<file path="src/rtl/strap_pkg.sv">
package strap_pkg;
  localparam int STRAP_SPEED   = 0;
  localparam int STRAP_PAUSE   = 1;
  localparam int STRAP_CLKEN_N = 2;
  localparam int STRAP_LPED_N  = 3;
  localparam int NSTRAP        = 4;
  localparam int ADV_W         = 5;

  typedef struct packed {
    logic asym_pause;
    logic sym_pause;
    logic spd1000;
    logic spd100;
    logic spd10;
  } adv_t;

  function automatic adv_t adv_from_straps(input logic speed, input logic pause);
    adv_t a;
    a.asym_pause = pause;
    a.sym_pause  = pause;
    a.spd1000    = speed;
    a.spd100     = 1'b1;
    a.spd10      = 1'b1;
    return a;
  endfunction
endpackage

</file>
<file path="src/rtl/strap_sampler.sv">
module strap_sampler
  import strap_pkg::*;
#(
  parameter int NPAD = 4
) (
  input  logic             clk,
  input  logic             hold,
  input  logic [NPAD-1:0]  pad_in,
  input  logic             sw_wr,
  input  logic [ADV_W-1:0] sw_adv,
  output logic [NPAD-1:0]  strap_q,
  output logic [ADV_W-1:0] adv_q
);
  // Straps follow the pads on every held edge; the last held edge wins.
  always_ff @(posedge clk) begin
    if (hold) strap_q <= pad_in;
  end

  // Advertisement: strap default while held, software value afterwards.
  always_ff @(posedge clk) begin
    if (hold)
      adv_q <= adv_from_straps(pad_in[STRAP_SPEED], pad_in[STRAP_PAUSE]);
    else if (sw_wr)
      adv_q <= sw_adv;
  end
endmodule

</file>
<file path="src/rtl/pad_dir_ctrl.sv">
module pad_dir_ctrl #(
  parameter int            NPAD     = 4,
  parameter logic [NPAD-1:0] LED_MASK = 4'b0011
) (
  input  logic            clk,
  input  logic            hold,
  input  logic [NPAD-1:0] led_act,
  output logic [NPAD-1:0] pad_oe,
  output logic [NPAD-1:0] pad_out
);
  logic hold_d1;
  logic drive_ok;

  // drive_ok rises only after two unheld edges, so the pads keep one
  // spare cycle of input direction after the last strap sample.
  always_ff @(posedge clk) begin
    hold_d1  <= hold;
    drive_ok <= !hold && !hold_d1;
  end

  always_comb begin
    pad_oe  = (drive_ok && !hold) ? LED_MASK : '0;
    pad_out = led_act & pad_oe;
  end
endmodule

</file>
<file path="src/rtl/sys_clk_gate.sv">
module sys_clk_gate (
  input  logic clk,
  input  logic hold,
  input  logic clk_en_n_strap,
  output logic sys_clk_out
);
  logic run;
  logic en_lat;

  assign run = !hold || !clk_en_n_strap;

  // Enable changes only while clk is low, so the AND gate cannot glitch.
  always_ff @(negedge clk) begin
    en_lat <= run;
  end

  assign sys_clk_out = clk & en_lat;
endmodule

</file>
<file path="src/rtl/wake_irq.sv">
module wake_irq (
  input  logic clk,
  input  logic hold,
  input  logic coma,
  input  logic lped_en_n_strap,
  input  logic energy_det,
  input  logic irq_clr,
  output logic mdint_n
);
  logic irq_q;

  // Clear conditions take priority over the set condition.
  always_ff @(posedge clk) begin
    if (hold || !coma || irq_clr)
      irq_q <= 1'b0;
    else if (!lped_en_n_strap && energy_det)
      irq_q <= 1'b1;
  end

  assign mdint_n = !irq_q;
endmodule

</file>
<file path="src/rtl/strap_led_ctrl.sv">
module strap_led_ctrl
  import strap_pkg::*;
#(
  parameter int              NPAD     = 4,
  parameter logic [NPAD-1:0] LED_MASK = 4'b0011
) (
  input  logic             clk,
  input  logic             rst_n,
  input  logic             pwr_down,
  input  logic             coma,
  input  logic             energy_det,
  input  logic             irq_clr,
  input  logic [NPAD-1:0]  pad_in,
  input  logic [NPAD-1:0]  led_act,
  input  logic             sw_wr,
  input  logic [ADV_W-1:0] sw_adv,
  output logic [NPAD-1:0]  strap_dflt,
  output logic [ADV_W-1:0] adv,
  output logic [NPAD-1:0]  pad_oe,
  output logic [NPAD-1:0]  pad_out,
  output logic             sys_clk_out,
  output logic             mdint_n
);
  logic hold;
  assign hold = !rst_n || pwr_down;

  strap_sampler #(.NPAD(NPAD)) u_sampler (
    .clk     (clk),
    .hold    (hold),
    .pad_in  (pad_in),
    .sw_wr   (sw_wr),
    .sw_adv  (sw_adv),
    .strap_q (strap_dflt),
    .adv_q   (adv)
  );

  pad_dir_ctrl #(.NPAD(NPAD), .LED_MASK(LED_MASK)) u_pads (
    .clk     (clk),
    .hold    (hold),
    .led_act (led_act),
    .pad_oe  (pad_oe),
    .pad_out (pad_out)
  );

  sys_clk_gate u_clkgate (
    .clk            (clk),
    .hold           (hold),
    .clk_en_n_strap (strap_dflt[STRAP_CLKEN_N]),
    .sys_clk_out    (sys_clk_out)
  );

  wake_irq u_wake (
    .clk             (clk),
    .hold            (hold),
    .coma            (coma),
    .lped_en_n_strap (strap_dflt[STRAP_LPED_N]),
    .energy_det      (energy_det),
    .irq_clr         (irq_clr),
    .mdint_n         (mdint_n)
  );
endmodule

</file>
<file path="config.mk">
export PLATFORM = sky130hd
export DESIGN_NAME = strap_led_ctrl
export DESIGN_NICKNAME = d
export VERILOG_FILES = /design/src/rtl/strap_pkg.sv /design/src/rtl/strap_sampler.sv /design/src/rtl/pad_dir_ctrl.sv /design/src/rtl/sys_clk_gate.sv /design/src/rtl/wake_irq.sv /design/src/rtl/strap_led_ctrl.sv
export SDC_FILE = /design/constraint.sdc
export NUM_CORES = 1
export LEC_CHECK = 0
export BUFFER_PORTS_ARGS = -buffer_cell sky130_fd_sc_hd__buf_2
export CORE_UTILIZATION = 39
export DETAILED_ROUTE_END_ITERATION = 6
export PLACE_DENSITY = 0.81
export SETUP_SLACK_MARGIN = 0.15
export SKIP_LAST_GASP = 1
export SYNTH_ARGS = -nofsm -noshare
export SYNTH_HDL_FRONTEND = slang
export SYNTH_SLANG_ARGS = --single-unit
</file>
<file path="constraint.sdc">
create_clock -name clk -period 1.35 [get_ports clk]
set_clock_uncertainty 0.15 [all_clocks]
set_input_delay 0.2025 -clock clk [delete_from_list [all_inputs] [get_ports clk]]
set_output_delay 0.2025 -clock clk [all_outputs]
set_load 0.1 [all_outputs]
</file>
==> flow_summary.rst, run 1 <==
.. list-table::
   :header-rows: 1

   * - Metric
     - Value
   * - Status
     - finished with violations
   * - Violated checks
     - setup timing
   * - PwrDens
     - 1340 nW/um^2
   * - Number of max-slew violations in the final report
     - 0
   * - Arrival time at the worst endpoint
     - 1.77 ns
   * - CP Cell Sequence
     - and2_4 -> buf_12
   * - Post-route cell area
     - 1190 um^2
   * - Max FO, Critical Path
     - 1
   * - Number of fillers in the final layout
     - 57
   * - Number of DRC violations after detailed-routing iteration 0
     - 17
   * - Total of flip-flops plus latches after synthesis
     - 13
   * - Top Family by Delay on Critical Path
     - flip-flops
   * - Placer congestion estimate
     - 0.605
   * - Detailed-routed wire length on met3
     - 65 um
   * - Avg WL per Cell
     - 14.5 um
   * - Max-cap violations
     - 0
   * - First-pass GRT wire length
     - 2550 um
   * - Total GRT Usage
     - 0.268
   * - Pin count of the biggest net entering global routing
     - 8
   * - Post-Synthesis Mean Instance Area
     - 12.5 um^2
   * - Sum Neg Setup Slack
     - -1.40 ns
   * - Area taken by flip-flops and latches
     - 337 um^2
   * - Die footprint
     - 1630 um^2
   * - Yosys warning total
     - 0
   * - Element type at the critical path end
     - primary output
   * - Starting utilization of the core area
     - 0.432
   * - Kind of launch point of the worst setup path
     - flip-flop
   * - First-pass DRT Iterations
     - 4
   * - Area growth, synth to finish
     - 107%
   * - TritonCTS clock tree
     - built
   * - Placed inst area
     - 973 um^2
   * - Antenna diode instance count
     - 0
   * - Top layer in use
     - met4
   * - Number of vias per cell
     - 4.71
   * - Cell at the slowest stage of the critical path
     - sky130_fd_sc_hd__dfxtp_2
   * - Final antenna-violating net count
     - 0
   * - IO Pins
     - 39
   * - Multi-input logic area
     - 191 um^2
   * - Number of remaining DRC errors
     - 0
   * - Largest stage delay on the critical path
     - 0.31 ns
   * - Clock Latency Late Sink
     - 0.39 ns
   * - Initial antenna violation count
     - 0
   * - RSZ-0062 raised after global routing
     - yes
   * - Core area
     - 1330 um^2
   * - Worst setup slack after layout
     - -0.773 ns
   * - Total half-perimeter wirelength after legalization and detailed placement
     - 974 um
   * - Number of I/O port buffers
     - 32
   * - Met1 wire length
     - 581 um
   * - Finish-stage setup viols
     - 13
   * - Post-Synthesis Cell Area
     - 576 um^2
   * - Net count reported at finish
     - 120
   * - Via count of the routed design
     - 537
   * - Static leakage
     - 0.550 nW
   * - Post-synthesis sequential area ratio
     - 0.574
   * - Cell total after placement
     - 93
   * - Number of different library cells in the post-synthesis netlist
     - 17
   * - Number of rows in the core area
     - 13
   * - DRT Wirelength
     - 1660 um
   * - Vertical die dimension
     - 40.4 um
   * - CTS clk-pin slew, worst paths
     - 0.09 ns
   * - Number of endpoints with negative hold slack in the final report
     - 0
   * - Worst reg-to-reg setup slack
     - 0.04 ns
   * - Data required time at the worst endpoint
     - 1.00 ns
   * - Peak supply drop
     - 1.25 mV
   * - Path type of the worst min-delay path
     - in -> reg
   * - Share of final-layout standard cells stronger than drive strength 1
     - 0.586
   * - Critical path buffer and inverter count
     - 1
   * - DIE WIDTH
     - 40.4 um
   * - Total length of routed met2 wires
     - 967 um
   * - Final std cells w/o fill
     - 114
   * - Gate Count Post-Synth
     - 46
   * - Remaining Overflow, GRT
     - 0
   * - Critical Setup Path Class
     - reg -> out
   * - Vias in the first global route
     - 556
worst min-delay path, stage by stage:
cell,delay (ns)
sky130_fd_sc_hd__buf_2,0.10
sky130_fd_sc_hd__nand2_1,0.06
sky130_fd_sc_hd__mux2i_1,0.07
cells by family after synthesis:
kind of cell,Yosys count,synth area share
muxes,3,0.0522
other,1,0.00652
DFF,13,0.574
and+or+nand+nor,13,0.137
buffers and inverters,13,0.152
AOI/OAI and AO/OA,3,0.0783
path summary, 6_finish.rpt:
kind	from	to	cells after the start
worst max-delay path	u_clkgate.en_lat	sys_clk_out	2
worst min-delay path	sw_adv[2]	u_sampler.adv_q[2]	3
worst max register to register	u_sampler.strap_q[2]	u_clkgate.en_lat	1
worst min register to register	u_pads.hold_d1	u_pads.drive_ok	1
report_power, final:
| part | internal [mW] | switching (mW) | leakage [nW] |
|---|---|---|---|
| Combinational | 0.164 | 0.282 | 0.377 |
| Sequential | 0.450 | 0.0220 | 0.122 |
| Clock | 0.315 | 0.370 | 0.0518 |
| Total | 0.929 | 0.674 | 0.550 |
metal layers:
layer  vias to the layer above  track usage
li1                        245            -
met1                       259        0.245
met2                        27        0.476
met3                         6        0.133
met4                         0        0.142
met5                         -            0
final cells by class:
| cell class | count | area share |
|---|---|---|
| clock buffer | 7 | 0.0545 |
| clock inverter | 2 | 0.00629 |
| inverter | 4 | 0.0220 |
| multi-input combinational | 23 | 0.160 |
| sequential | 13 | 0.282 |
| tap | 15 | 0.0157 |
| timing repair buffer | 50 | 0.459 |
through the flow:
stage                     utilization  worst slack (ns)  power [mW]  hold slack (ns)
after floorplan                     -            -0.276       0.946            0.128
after global routing            0.895            -0.794        1.66           0.0473
after CTS                       0.884            -0.750        1.58           0.0114
final                           0.895            -0.773        1.60           0.0619
after global placement          0.730            -0.482        1.09            0.224
after detailed placement        0.730            -0.485        1.10            0.230
registers in the layout (all words and copies together) (netlist names):
| name | count |
|---|---|
| u_clkgate.en_lat | 1 |
| u_pads.drive_ok | 1 |
| u_wake.irq_q | 1 |
| u_sampler.adv_q | 5 |
| u_sampler.strap_q | 4 |
| u_pads.hold_d1 | 1 |
what timing repair did:
action,CTS,global route
endpoints found under the setup margin,18,18
setup buffers,1,0
pin swaps,1,2
resized for setup,8,2
hold buffers,12,1
gates cloned,0,0
hold endpoints to repair,9,1
layout by cell type (no fill, tap or decap), drive strengths merged:
master,netlist,final
dlygate4sd3,0,13
nand2b,2,2
conb,1,4
nor2b,1,1
a2111oi,1,1
inv,5,5
nand2,4,4
buf,8,38
a22o,2,2
and3b,1,1
mux2i,3,3
clkinvlp,0,1
and3,2,2
nor2,1,1
and2,2,2
clkbuf,0,6
edfxtp,7,7
dfxtp,6,6
synthesized netlist by cell type, drive strengths merged:
cell type,instances,area [um^2]
inv,5,23.8
and3b,1,8.76
and3,2,12.5
dfxtp,6,120
nor2,1,3.75
a2111oi,1,27.5
nand2,4,15.0
nor2b,1,13.8
edfxtp,7,210
buf,8,63.8
a22o,2,17.5
and2,2,12.5
nand2b,2,12.5
mux2i,3,30.0
conb,1,3.75
No activity file was read; power rests on OpenSTA's default activity.
==> run 2, diff against run 1 <==
CORE_MARGIN = 2   (was not set)
==> flow_summary.rst, run 2 (synthesis results as in run 1) <==
.. list-table::
   :header-rows: 1

   * - Metric
     - Value
   * - Critical Setup Path Class
     - reg -> out
   * - Worst reg-to-reg setup slack
     - 0.01 ns (-0.03 ns)
   * - Number of rows in the core area
     - 13 (unchanged)
   * - Finish-stage setup viols
     - 14 (+1)
   * - Multi-input logic area
     - 191 um^2 (unchanged)
   * - Core area
     - 1330 um^2 (unchanged)
   * - Initial antenna violation count
     - 0 (unchanged)
   * - IO Pins
     - 39 (unchanged)
   * - Largest Register
     - u_sampler.adv_q
   * - Cell total after placement
     - 91 (-2.2%)
   * - Placer congestion estimate
     - 0.623 (+2.9%)
   * - Area taken by flip-flops and latches
     - 335 um^2 (-0.37%)
   * - RSZ-0062 raised after global routing
     - yes
   * - Number of endpoints with negative hold slack in the final report
     - 0 (unchanged)
   * - First-pass DRT Iterations
     - 3 (-1)
   * - Status
     - finished with violations
   * - Data required time at the worst endpoint
     - 1.00 ns (about the same)
   * - PwrDens
     - 1410 nW/um^2 (+5.3%)
   * - Via count of the routed design
     - 527 (-1.9%)
   * - Starting utilization of the core area
     - 0.432 (unchanged)
   * - Number of fillers in the final layout
     - 62 (+8.8%)
   * - Number of max-slew violations in the final report
     - 0 (unchanged)
   * - Worst setup timing slack at the placement stage
     - -0.481 ns (+0.00408 ns)
   * - Vias in the first global route
     - 560 (+0.72%)
   * - Most frequent standard cell in the layout excluding fill and tap cells
     - sky130_fd_sc_hd__buf_2
   * - Total GRT Usage
     - 0.216 (-0.0523)
   * - Max FO, Critical Path
     - 1 (unchanged)
   * - Vertical die dimension
     - 42.4 um (+4.9%)
   * - Avg WL per Cell
     - 17.6 um (+21%)
   * - Number of I/O port buffers
     - 32 (unchanged)
   * - Max-cap violations
     - 0 (unchanged)
   * - Start point of the worst hold path
     - sw_adv[2]
   * - First-pass GRT wire length
     - 2650 um (+4.0%)
   * - Die footprint
     - 1800 um^2 (+10%)
   * - Worst setup slack after layout
     - -0.739 ns (+0.0342 ns)
   * - Number of remaining DRC errors
     - 0 (unchanged)
   * - DIE WIDTH
     - 42.4 um (+4.9%)
   * - Kind of launch point of the worst setup path
     - flip-flop
   * - Remaining Overflow, GRT
     - 0 (unchanged)
   * - Share of final-layout standard cells stronger than drive strength 1
     - 0.592 (+0.00598)
   * - Antenna diode instance count
     - 0 (unchanged)
   * - CP Launch Point
     - u_clkgate.en_lat
   * - Highest-count cells in the layout ignoring fill and taps
     - 17 x sky130_fd_sc_hd__buf_2, 15 x sky130_fd_sc_hd__buf_12, 12 x sky130_fd_sc_hd__dlygate4sd3_1
   * - CTS clk-pin slew, worst paths
     - 0.09 ns (about the same)
   * - Final antenna-violating net count
     - 0 (unchanged)
   * - Path type of the worst min-delay path
     - in -> reg
   * - Arrival time at the worst endpoint
     - 1.74 ns (-0.03 ns)
   * - Total half-perimeter wirelength after legalization and detailed placement
     - 930 um (-4.5%)
   * - Number of vias per cell
     - 4.66 (-0.99%)
   * - TritonCTS clock tree
     - built
   * - Peak supply drop
     - 1.83 mV (+47%)
   * - DRT Wirelength
     - 1990 um (+20%)
   * - Clock Latency Late Sink
     - 0.39 ns (about the same)
   * - Element type at the critical path end
     - primary output
   * - Final std cells w/o fill
     - 113 (-0.88%)
   * - Pin count of the biggest net entering global routing
     - 10 (+2)
   * - Area growth, synth to finish
     - 108%
   * - Flip-flop count of the largest register, all copies and words added
     - 5 (unchanged)
   * - Number of DRC violations after detailed-routing iteration 0
     - 18 (+1)
   * - Violated checks
     - setup timing
   * - Static leakage
     - 0.557 nW (+1.2%)
   * - Regs by FF count
     - u_sampler.adv_q: 5 flops, u_sampler.strap_q: 4 flops
   * - Net count reported at finish
     - 119 (-0.83%)
   * - Launching point of the worst reg2reg path
     - u_sampler.strap_q[2]
[run 2: cell count changes in the layout (fill, tap and decap cells not counted)]
cell	change
sky130_fd_sc_hd__buf_6	+1
sky130_fd_sc_hd__dfxtp_1	+1
sky130_fd_sc_hd__dlygate4sd3_1	-1
sky130_fd_sc_hd__dfxtp_2	-1
sky130_fd_sc_hd__bufinv_8	+1
sky130_fd_sc_hd__inv_1	-1
sky130_fd_sc_hd__buf_4	-1
[run 2: stage by stage]
stage	hold WS (ns)	util	TNS (ns)	area, um^2	power, mW
2_1_floorplan	0.128	-	-0.524	623	0.946
6_report	0.0527	0.900	-1.51	1200	1.70
3_5_place_dp	0.228	0.719	-0.814	958	1.09
4_1_cts	0.0223	0.883	-1.26	1180	1.67
5_1_grt	0.0795	0.900	-1.97	1200	1.76
3_3_place_gp	0.221	0.719	-0.700	958	1.09
[run 2: final cells by class]
class | instances | share of cell area
inverters | 4 | 0.0219
flip-flops and latches | 13 | 0.279
multi-input cells | 23 | 0.160
repair buffers | 49 | 0.452
clock buffers | 7 | 0.0542
clock inverters | 2 | 0.0177
well taps | 15 | 0.0156
[run 2: final timing paths]
| path | end | cells past startpoint |
|---|---|---|
| worst min register to register | u_pads.drive_ok | 1 |
| worst max register to register | u_clkgate.en_lat | 1 |
| worst max-delay path | sys_clk_out | 2 |
| worst min-delay path | u_sampler.adv_q[2] | 3 |
[run 2: routing by layer]
layer | wire length (um) | share of wire | global-route usage | vias to the layer above
met4 | 66 | 0.033 | 0.0625 | 0
met2 | 1050 | 0.53 | 0.338 | 25
met5 | 0 | 0 | 0 | -
met1 | 759 | 0.38 | 0.248 | 252
li1 | - | - | - | 244
met3 | 112 | 0.056 | 0.125 | 6
[run 2: repair_timing]
| action | 4_1_cts | 5_1_grt |
|---|---|---|
| gates resized for setup | 8 | 2 |
| endpoints found under the setup margin | 18 | 18 |
| hold buffers | 12 | 0 |
| endpoints found under the hold margin | 9 | 0 |
| setup buffers | 1 | 2 |
| pin swaps | 1 | 1 |
[run 2: report_power, final]
part,switching (mW),internal [mW]
clock,0.361,0.412
sequential,0.0253,0.449
combinational,0.286,0.162
[run 2: critical path, stage by stage, from the launching register on]
cell,delay [ns]
sky130_fd_sc_hd__dfxtp_1,0.30
sky130_fd_sc_hd__and2_4,0.14
sky130_fd_sc_hd__buf_12,0.17
